===== config.mk =====
export PLATFORM = sky130hd
export DESIGN_NAME = exc_entry_seq
export DESIGN_NICKNAME = d
export VERILOG_FILES = /design/src/rtl/exc_entry_pkg.sv /design/src/rtl/exc_entry_decode.sv /design/src/rtl/exc_entry_update.sv /design/src/rtl/exc_entry_seq.sv
export SDC_FILE = /design/constraint.sdc
export NUM_CORES = 1
export LEC_CHECK = 0
export ABC_AREA = 1
export BUFFER_PORTS_ARGS = -buffer_cell sky130_fd_sc_hd__buf_2
export CAP_MARGIN = 20
export CORE_AREA = 3 3 262 264
export CTS_CLUSTER_DIAMETER = 60
export DETAILED_ROUTE_END_ITERATION = 12
export DIE_AREA = 0 0 265 267
export PLACE_DENSITY_LB_ADDON = 0.1
export SYNTH_ARGS = -nofsm -noshare
export SYNTH_HDL_FRONTEND = slang
export SYNTH_SLANG_ARGS = --single-unit

===== constraint.sdc =====
create_clock -name clk -period 2 [get_ports clk]
set_input_delay 0.4 -clock clk [delete_from_list [all_inputs] [get_ports clk]]
set_output_delay 0.4 -clock clk [all_outputs]
set_load 0.02 [all_outputs]

===== src/rtl/exc_entry_pkg.sv =====
package exc_entry_pkg;

    localparam int CAUSE_W   = 5;
    localparam int CAUSE_LSB = 2;

    // status bit positions
    localparam int ST_PIE = 0;
    localparam int ST_U   = 1;
    localparam int ST_EH  = 2;
    localparam int ST_IH  = 3;

    // TLB-misc flag positions
    localparam int TM_WR  = 0;
    localparam int TM_DBL = 1;

    // cause codes
    localparam logic [CAUSE_W-1:0] C_IRQ      = 5'd2;
    localparam logic [CAUSE_W-1:0] C_TRAP     = 5'd3;
    localparam logic [CAUSE_W-1:0] C_ILLEGAL  = 5'd5;
    localparam logic [CAUSE_W-1:0] C_UNALIGN  = 5'd6;
    localparam logic [CAUSE_W-1:0] C_BREAK    = 5'd7;
    localparam logic [CAUSE_W-1:0] C_SUP_INSN = 5'd9;
    localparam logic [CAUSE_W-1:0] C_SUP_ADDR = 5'd10;
    localparam logic [CAUSE_W-1:0] C_SUP_DATA = 5'd11;
    localparam logic [CAUSE_W-1:0] C_TLB_MISS = 5'd12;
    localparam logic [CAUSE_W-1:0] C_PERM_X   = 5'd13;
    localparam logic [CAUSE_W-1:0] C_PERM_R   = 5'd14;
    localparam logic [CAUSE_W-1:0] C_PERM_W   = 5'd15;

    typedef enum logic [2:0] {
        CL_NONE,
        CL_IRQ,
        CL_TLBMISS,
        CL_PERM,
        CL_SOFT,
        CL_UNALIGN,
        CL_BREAK
    } exc_class_e;

    // per-entry action plan produced by the decoder
    typedef struct packed {
        logic known;
        logic set_ih;
        logic save_e;
        logic save_b;
        logic to_fast;
        logic set_wr;
        logic set_dbl;
        logic clr_dbl;
        logic load_bad;
        logic full_exc;
    } entry_plan_t;

    function automatic exc_class_e classify(input logic [CAUSE_W-1:0] c);
        exc_class_e r;
        case (c)
            C_IRQ:                              r = CL_IRQ;
            C_TLB_MISS:                         r = CL_TLBMISS;
            C_PERM_X, C_PERM_R, C_PERM_W:       r = CL_PERM;
            C_TRAP, C_ILLEGAL,
            C_SUP_INSN, C_SUP_ADDR, C_SUP_DATA: r = CL_SOFT;
            C_UNALIGN:                          r = CL_UNALIGN;
            C_BREAK:                            r = CL_BREAK;
            default:                            r = CL_NONE;
        endcase
        return r;
    endfunction

endpackage


===== src/rtl/exc_entry_decode.sv =====
module exc_entry_decode
    import exc_entry_pkg::*;
(
    input  logic [CAUSE_W-1:0] cause_i,
    input  logic               eh_i,
    output entry_plan_t        plan_o
);

    exc_class_e cls;

    assign cls = classify(cause_i);

    always_comb begin
        plan_o       = '0;
        plan_o.known = (cls != CL_NONE);
        unique case (cls)
            CL_IRQ: begin
                plan_o.save_e = 1'b1;
                plan_o.set_ih = 1'b1;
            end
            CL_TLBMISS: begin
                if (!eh_i) begin
                    plan_o.save_e  = 1'b1;
                    plan_o.to_fast = 1'b1;
                    plan_o.clr_dbl = 1'b1;
                    plan_o.set_wr  = 1'b1;
                end else begin
                    plan_o.set_dbl = 1'b1;
                end
            end
            CL_PERM: begin
                plan_o.save_e = 1'b1;
                plan_o.set_wr = !eh_i;
            end
            CL_SOFT: begin
                plan_o.save_e = !eh_i;
            end
            CL_UNALIGN: begin
                plan_o.save_e   = !eh_i;
                plan_o.load_bad = 1'b1;
                plan_o.full_exc = 1'b1;
            end
            CL_BREAK: begin
                plan_o.save_b = !eh_i;
            end
            default: ;
        endcase
    end

endmodule


===== src/rtl/exc_entry_update.sv =====
module exc_entry_update
    import exc_entry_pkg::*;
#(
    parameter int XLEN = 32
) (
    input  entry_plan_t        plan_i,
    input  logic [CAUSE_W-1:0] cause_i,
    input  logic [XLEN-1:0]    pc_i,
    input  logic [XLEN-1:0]    fault_addr_i,
    input  logic [XLEN-1:0]    gen_vec_i,
    input  logic [XLEN-1:0]    fast_vec_i,
    input  logic [XLEN-1:0]    status_i,
    input  logic [XLEN-1:0]    estatus_i,
    input  logic [XLEN-1:0]    bstatus_i,
    input  logic [XLEN-1:0]    exc_i,
    input  logic [XLEN-1:0]    tlbmisc_i,
    input  logic [XLEN-1:0]    badaddr_i,
    input  logic [XLEN-1:0]    ea_i,
    input  logic [XLEN-1:0]    ba_i,
    output logic [XLEN-1:0]    status_n,
    output logic [XLEN-1:0]    estatus_n,
    output logic [XLEN-1:0]    bstatus_n,
    output logic [XLEN-1:0]    exc_n,
    output logic [XLEN-1:0]    tlbmisc_n,
    output logic [XLEN-1:0]    badaddr_n,
    output logic [XLEN-1:0]    ea_n,
    output logic [XLEN-1:0]    ba_n,
    output logic [XLEN-1:0]    pc_n
);

    localparam logic [XLEN-1:0] INSN_BYTES = XLEN'(4);

    logic [XLEN-1:0] ret_addr;

    assign ret_addr = pc_i + INSN_BYTES;

    always_comb begin
        status_n  = status_i;
        estatus_n = estatus_i;
        bstatus_n = bstatus_i;
        exc_n     = exc_i;
        tlbmisc_n = tlbmisc_i;
        badaddr_n = badaddr_i;
        ea_n      = ea_i;
        ba_n      = ba_i;
        pc_n      = pc_i;

        if (plan_i.known) begin
            status_n[ST_PIE] = 1'b0;
            status_n[ST_U]   = 1'b0;
            if (plan_i.set_ih) status_n[ST_IH] = 1'b1;
            else               status_n[ST_EH] = 1'b1;

            if (plan_i.full_exc)
                exc_n = XLEN'(cause_i) << CAUSE_LSB;
            else
                exc_n[CAUSE_LSB +: CAUSE_W] = cause_i;

            if (plan_i.save_e) begin
                estatus_n = status_i;
                ea_n      = ret_addr;
            end
            if (plan_i.save_b) begin
                bstatus_n = status_i;
                ba_n      = ret_addr;
            end

            if (plan_i.clr_dbl) tlbmisc_n[TM_DBL] = 1'b0;
            if (plan_i.set_dbl) tlbmisc_n[TM_DBL] = 1'b1;
            if (plan_i.set_wr)  tlbmisc_n[TM_WR]  = 1'b1;

            if (plan_i.load_bad) badaddr_n = fault_addr_i;

            pc_n = plan_i.to_fast ? fast_vec_i : gen_vec_i;
        end
    end

endmodule


===== src/rtl/exc_entry_seq.sv =====
module exc_entry_seq
    import exc_entry_pkg::*;
#(
    parameter int XLEN = 32
) (
    input  logic               clk,
    input  logic               rst,
    input  logic               exc_valid_i,
    input  logic [CAUSE_W-1:0] cause_i,
    input  logic [XLEN-1:0]    pc_i,
    input  logic [XLEN-1:0]    fault_addr_i,
    input  logic [XLEN-1:0]    gen_vec_i,
    input  logic [XLEN-1:0]    fast_vec_i,
    input  logic [XLEN-1:0]    status_i,
    input  logic [XLEN-1:0]    estatus_i,
    input  logic [XLEN-1:0]    bstatus_i,
    input  logic [XLEN-1:0]    exc_i,
    input  logic [XLEN-1:0]    tlbmisc_i,
    input  logic [XLEN-1:0]    badaddr_i,
    input  logic [XLEN-1:0]    ea_i,
    input  logic [XLEN-1:0]    ba_i,
    output logic [XLEN-1:0]    status_o,
    output logic [XLEN-1:0]    estatus_o,
    output logic [XLEN-1:0]    bstatus_o,
    output logic [XLEN-1:0]    exc_o,
    output logic [XLEN-1:0]    tlbmisc_o,
    output logic [XLEN-1:0]    badaddr_o,
    output logic [XLEN-1:0]    ea_o,
    output logic [XLEN-1:0]    ba_o,
    output logic [XLEN-1:0]    pc_o,
    output logic               commit_o,
    output logic               err_o
);

    entry_plan_t     plan;
    logic [XLEN-1:0] status_n, estatus_n, bstatus_n, exc_n, tlbmisc_n;
    logic [XLEN-1:0] badaddr_n, ea_n, ba_n, pc_n;

    exc_entry_decode u_decode (
        .cause_i (cause_i),
        .eh_i    (status_i[ST_EH]),
        .plan_o  (plan)
    );

    exc_entry_update #(.XLEN(XLEN)) u_update (
        .plan_i       (plan),
        .cause_i      (cause_i),
        .pc_i         (pc_i),
        .fault_addr_i (fault_addr_i),
        .gen_vec_i    (gen_vec_i),
        .fast_vec_i   (fast_vec_i),
        .status_i     (status_i),
        .estatus_i    (estatus_i),
        .bstatus_i    (bstatus_i),
        .exc_i        (exc_i),
        .tlbmisc_i    (tlbmisc_i),
        .badaddr_i    (badaddr_i),
        .ea_i         (ea_i),
        .ba_i         (ba_i),
        .status_n     (status_n),
        .estatus_n    (estatus_n),
        .bstatus_n    (bstatus_n),
        .exc_n        (exc_n),
        .tlbmisc_n    (tlbmisc_n),
        .badaddr_n    (badaddr_n),
        .ea_n         (ea_n),
        .ba_n         (ba_n),
        .pc_n         (pc_n)
    );

    always_ff @(posedge clk) begin
        if (rst) begin
            status_o  <= '0;
            estatus_o <= '0;
            bstatus_o <= '0;
            exc_o     <= '0;
            tlbmisc_o <= '0;
            badaddr_o <= '0;
            ea_o      <= '0;
            ba_o      <= '0;
            pc_o      <= '0;
            commit_o  <= 1'b0;
            err_o     <= 1'b0;
        end else begin
            commit_o <= exc_valid_i && plan.known;
            err_o    <= exc_valid_i && !plan.known;
            if (exc_valid_i) begin
                status_o  <= status_n;
                estatus_o <= estatus_n;
                bstatus_o <= bstatus_n;
                exc_o     <= exc_n;
                tlbmisc_o <= tlbmisc_n;
                badaddr_o <= badaddr_n;
                ea_o      <= ea_n;
                ba_o      <= ba_n;
                pc_o      <= pc_n;
            end
        end
    end

endmodule


Yosys cells after proc, flatten, opt, wreduce, memory -nomap -nowiden
Memories as Yosys holds them, arrays and structs flattened. Index checks and enable logic that the tools add are counted.

Register bits after elaboration: 290. Bits in read-only memories: 48. Input port bits: 392. Output and inout port bits: 290. Logic and storage cells: 59. Memories kept: 1.

Add/subtract/negate cells: 1. Equality and inequality tests: 6. Multiplexer cells: 33. Reduce and logical (&&, ||, !) cells: 7.

Memory list: (no name shown) (words 16, bits a word 3, rd ports 1, clocked after memory_dff 0, wr ports 0, RTL line exc_entry_pkg.sv:56) `case (c)`.

Operators with widths (number): 32-bit two-way mux (13); 32-bit by 3-bit adder with 32-bit output (second input constant) (1); 25-bit two-way mux (1); 1-bit two-way mux (10); 2-bit two-way mux (5); 3-bit equality test (second input constant) (3); 3-bit by 2-bit equality test with 1-bit output (second input constant) (2); 4-bit two-way mux (1); 2-bit OR reduction (2); 3-bit by 1-bit equality test with 1-bit output (second input constant) (1); 3-bit two-way mux (1); 1-bit case mux with 3 select lines (1); 3-bit nonzero test (1); 1-bit logical AND (2); 1-bit zero test (2); 1-bit case mux with 2 select lines (1).

Logic depth before layout (Yosys ltp)
An unclocked memory read counts as a cell.

Word-level depth: 7. Depth in mapped cells: 12. Mapped depth without buffers: 12.

By module
Synthesis repeated with hierarchy kept, for this count alone.

Cell total of the unflattened synthesis: 2712. Area, all modules: 16005.4 µm².

Modules (own cells, without submodules): exc_entry_seq (times used 1, cells an instance 1830, area each 11736.3 µm², seq. area each 5805.6 µm²); exc_entry_update (times used 1, cells an instance 843, area each 4058.9 µm², seq. area each 0.0 µm²); exc_entry_decode (times used 1, cells an instance 39, area each 210.2 µm², seq. area each 0.0 µm²).

Least setup slack after synthesis
Ideal clock, no wire load.

Path type: input to register. From: input port pc_i[2]. To: register ba_o[16]. Arrival time: 1.470 ns. Data required time: 1.868 ns. Slack: 0.398 ns. Stages on the path: 8. Path through: ha_1 > nand3_1 > nor2_1 > nand3_1 > xor2_1 > nand2_1 > o211ai_1 > a21oi_1.

Word-level cells in the longest chain between the ends: 3.

RTL lines: from (decl) (RTL line exc_entry_seq.sv:10) `input logic [XLEN-1:0] pc_i,`; 32-bit by 3-bit adder with 32-bit output (RTL line exc_entry_update.sv:35) `assign ret_addr = pc_i + INSN_BYTES;`; 32-bit two-way mux (RTL line exc_entry_update.sv:63) `if (plan_i.save_b) begin`; 32-bit two-way mux (RTL line exc_entry_update.sv:48) `if (plan_i.known) begin`; to (signal assigned) (RTL line exc_entry_seq.sv:95) `ba_o <= ba_n;`; to (decl) (RTL line exc_entry_seq.sv:29) `output logic [XLEN-1:0] ba_o,`.

Every way passes these cells. A chain may end at the register's enable or synchronous reset.

Final worst setup path
From: register badaddr_o[8]. To: output port badaddr_o[8].

RTL lines: from (decl) (RTL line exc_entry_seq.sv:27) `output logic [XLEN-1:0] badaddr_o,`; from (signal assigned) (RTL line exc_entry_seq.sv:93) `badaddr_o <= badaddr_n;`.

No word-level cell between the ends.

==> metrics.md <==
| Metric | Value |
|---|---|
| Clock group share of total power | 45.5% |
| Clk Latency, worst-skew pair | 0.54 ns |
| Root cell of the clock tree | sky130_fd_sc_hd__clkbuf_16 |
| Period utilisation layout | 78.4% |
| Maximum operating frequency | 638 MHz |
| Setup Buffers After CTS | 0 |
| Total negative setup slack | 0 ns |
| Worst path bufs/invs | 1 |
| Switching portion of total power | 29.8% |
| Path type of the worst setup path | flop to output pin |
| Number of I/O pins | 682 |
| Iter 0 DRT Violations | 799 |
| Met2 layer wire length in the routed design | 33.9 mm |
| Proportion of netlist area held by the largest area contributor | 43.5% |
| Post-Syn Instances | 1935 |
| RSZ-0062 raised after global routing | no |
| Post-Place Setup Slack | -0.0472 ns |
| Critical-path maximum fanout | 2 |
| Data arrival time of the worst path | 1.17 ns |
| Worst setup skew after layout | 0 ns |
| Reported net switching power | 5.21 mW |
| Endpoint kind of the worst setup timing path | output pin |
| Uppermost routed layer | met5 |
| Dpl hpwl | 51.4 mm |
| Data required time of the worst path | 1.60 ns |
| Via count of the first global-routing pass | 15300 |
| Num rows | 95 |
| Top cells by area in the synthesized netlist | sky130_fd_sc_hd__dfxtp_1 (43%), sky130_fd_sc_hd__nand2_1 (17%), sky130_fd_sc_hd__a21oi_1 (8.3%) |
| Syn Std Cell Area | 13400 um2 |
| Met3 wire length | 5.18 mm |
| Count of vias placed by the detailed router | 15300 |
| Tot Pwr | 17.5 mW |
| Maximum number of pins on one net before global-route repair | 158 |
| Fraction of layout cells with a size suffix above 1 | 32.2% |
| DRC viols | 0 |
| Number of max-slew violations in the final report | 0 |
| Cell-internal power | 12.2 mW |
| Layout Nets | 2992 |
| Gates resized, CTS repair | 0 |
| Worst Hold Slack | 0.0667 ns |
| First-pass detailed-route iteration total | 5 |
| Sequential area share after synthesis | 43.5% |
| Largest area contributor in the synthesized netlist | sky130_fd_sc_hd__dfxtp_1 |
| Met1 wire length | 27.3 mm |
| Drt total wl | 67.7 mm |
| Fraction of power consumed by combinational cells | 17.9% |
| Post-layout instance count excluding filler cells | 3512 |
| Run status | completed |
| Clk sinks | 290 |
| Critical Path Slowest Stage Cell | sky130_fd_sc_hd__dfxtp_1 |
| Chain of cells forming the critical path | buf_2 |
| CP top delay family | flip-flops |
| Lkg Pwr | 9.91 nW |
| Sequential Power Share | 36.7% |
| Final period demand of the worst path | 1.57 ns |
| #FFs+latches synth | 290 |
| Global routing usage summed across all routing layers | 18.3% |
| Synth cell types | 34 |
| Clock edge transition at the registers on the reported setup and hold paths | 0.06 ns |
| Maximum root-to-sink buffer count | 3 |
| Post-route setup slack | 0.432 ns |
| Die Y-Extent | 267 um |
| Syn Area/Cell | 6.90 um2 |
| Htree depth | 2 |
| Final Core Density | 29.5% |
| Leftover overflow at the end of global routing | 0 |
| Transition time of the tightest slew-check pin | 0.723 ns |
| Detail Route Antenna Nets | 0 |
| CTS tree | done |
| Routed length per placed instance | 19.3 um |
| Cell area after placement | 18200 um2 |
| Total clock buffers created by CTS | 44 |
| Maximum single-stage delay on the critical path | 0.41 ns |
| Quantity of hold-fixing buffers added after cts | 0 |
| Number of setup violations in the final report | 0 |
| Count of input and output buffers | 681 |
| Global-route wire length before repair | 99.1 mm |
| Critical Path Start Type | flop |
| Max-cap violations | 0 |
| Number of synthesis warnings | 0 |
| Width of the die | 265 um |
| Post-Synthesis Net Count | 2328 |
| Design area | 19700 um2 |
| Vias per std cell | 4.36 |
| Worst relative slew slack | 51.8% |
| Tightest Hold Check Type | input pin to flop |
| Power density of the placed cells | 887 nW/um2 |
| Routability-driven placement congestion ratio | 0.839 |
| Number of placed cells counting well taps | 3426 |
| Peak supply drop | 0.511 mV |
| Floorplan core area | 66800 um2 |
| Synth-to-layout area growth | 47.3% |
| Die area | 70800 um2 |
| Final number of hold-violating endpoints | 0 |
| Antenna violations before repair | 15 |
| Initial core utilization | 20.0% |
-- synth_stat cells --
master,n
sky130_fd_sc_hd__nand3b_1,11
sky130_fd_sc_hd__o22ai_1,3
sky130_fd_sc_hd__dfxtp_1,290
sky130_fd_sc_hd__o21ai_4,1
sky130_fd_sc_hd__nand3_4,2
sky130_fd_sc_hd__nor2_1,125
sky130_fd_sc_hd__nor3_1,1
sky130_fd_sc_hd__a41oi_1,1
sky130_fd_sc_hd__nor2_2,1
sky130_fd_sc_hd__a31oi_1,2
sky130_fd_sc_hd__ha_1,1
sky130_fd_sc_hd__nand4_1,2
sky130_fd_sc_hd__buf_4,5
sky130_fd_sc_hd__a31oi_2,1
sky130_fd_sc_hd__inv_1,173
sky130_fd_sc_hd__nor2_4,2
sky130_fd_sc_hd__a21oi_1,222
sky130_fd_sc_hd__clkbuf_1,81
sky130_fd_sc_hd__clkinv_2,1
sky130_fd_sc_hd__inv_2,4
sky130_fd_sc_hd__nand3_2,3
sky130_fd_sc_hd__buf_6,2
sky130_fd_sc_hd__buf_2,37
sky130_fd_sc_hd__nand3_1,96
sky130_fd_sc_hd__o21ai_0,94
sky130_fd_sc_hd__clkinv_1,1
sky130_fd_sc_hd__o21ai_1,3
sky130_fd_sc_hd__xor2_1,8
sky130_fd_sc_hd__nand2_1,598
sky130_fd_sc_hd__a22oi_1,35
sky130_fd_sc_hd__o211ai_1,106
sky130_fd_sc_hd__buf_1,12
sky130_fd_sc_hd__xnor2_1,9
sky130_fd_sc_hd__nand2_2,2
-- final timing paths --
kind / endpoint / slack [ns] / startpoint / depth (start not counted)
max: badaddr_o[8] / 0.43 / badaddr_o[8] / 1
min: tlbmisc_o[19] / 0.07 / tlbmisc_i[19] / 3
max reg2reg: exc_o[4] / 1.25 / exc_o[4] / 2
min reg2reg: ea_o[21] / 0.46 / ea_o[21] / 2
-- metal layers --
metal	global-route usage, %	vias up
met5	0	-
met4	4.81	6
met3	5.24	72
met2	32.4	501
met1	21.5	7084
li1	-	7662
-- power by group through the flow --
| stage | Combinational [mW] | Clock, mW | Sequential, mW |
|---|---|---|---|
| 2_1_floorplan | 1.14 | 0 | 7.00 |
| 3_3_place_gp | 3.17 | 0 | 6.51 |
| 3_5_place_dp | 3.18 | 0 | 6.52 |
| 4_1_cts | 3.18 | 8.23 | 6.40 |
| 5_1_grt | 3.43 | 8.46 | 6.45 |
| 6_report | 3.12 | 7.93 | 6.40 |
-- layout by cell type (no fill, tap or decap), drive strengths merged --
cell,count
a41oi,1
dfxtp,290
o211ai,106
clkinv,7
buf,755
nand2,600
diode,8
nor3,1
o21ai,98
ha,1
o22ai,3
a21oi,222
a22oi,35
bufinv,4
nor2,128
xor2,8
xnor2,9
inv,185
clkbuf,59
nand3b,11
nand3,101
nand4,2
a31oi,3
clkinvlp,2
-- cell type report --
class | instances | area [um2]
antenna | 8 | 20.0
fill | 7451 | 47100
clock inverter | 19 | 241
clock buffer | 59 | 1250
inverter | 179 | 684
multi-input combinational | 1329 | 6320
timing repair buffer | 755 | 4270
sequential | 290 | 5810
tap | 873 | 1090
-- state kept, by name, indices dropped and copies added (netlist names) --
signal     flops
ba_o          32
badaddr_o     32
bstatus_o     32
ea_o          32
estatus_o     32
exc_o         32
pc_o          32
status_o      32
tlbmisc_o     32
commit_o       1
err_o          1
-- worst register-to-register path, delay by kind of cell, from the launching register on --
family	cells	cell delay (ns)
AO/OA/AOI/OAI	2	0.29
flip-flops	1	0.32
-- kinds of logic after synthesis --
kind of cell	synth area share [%]
adders and majority gates	0.0936
xor gates and xnor gates	1.11
DFF	43.5
AOI/OAI and AO/OA	20.4
buffers and inverters	9.49
and+or+nand+nor	25.5
Note: power is estimated with default switching activity, not from simulation.
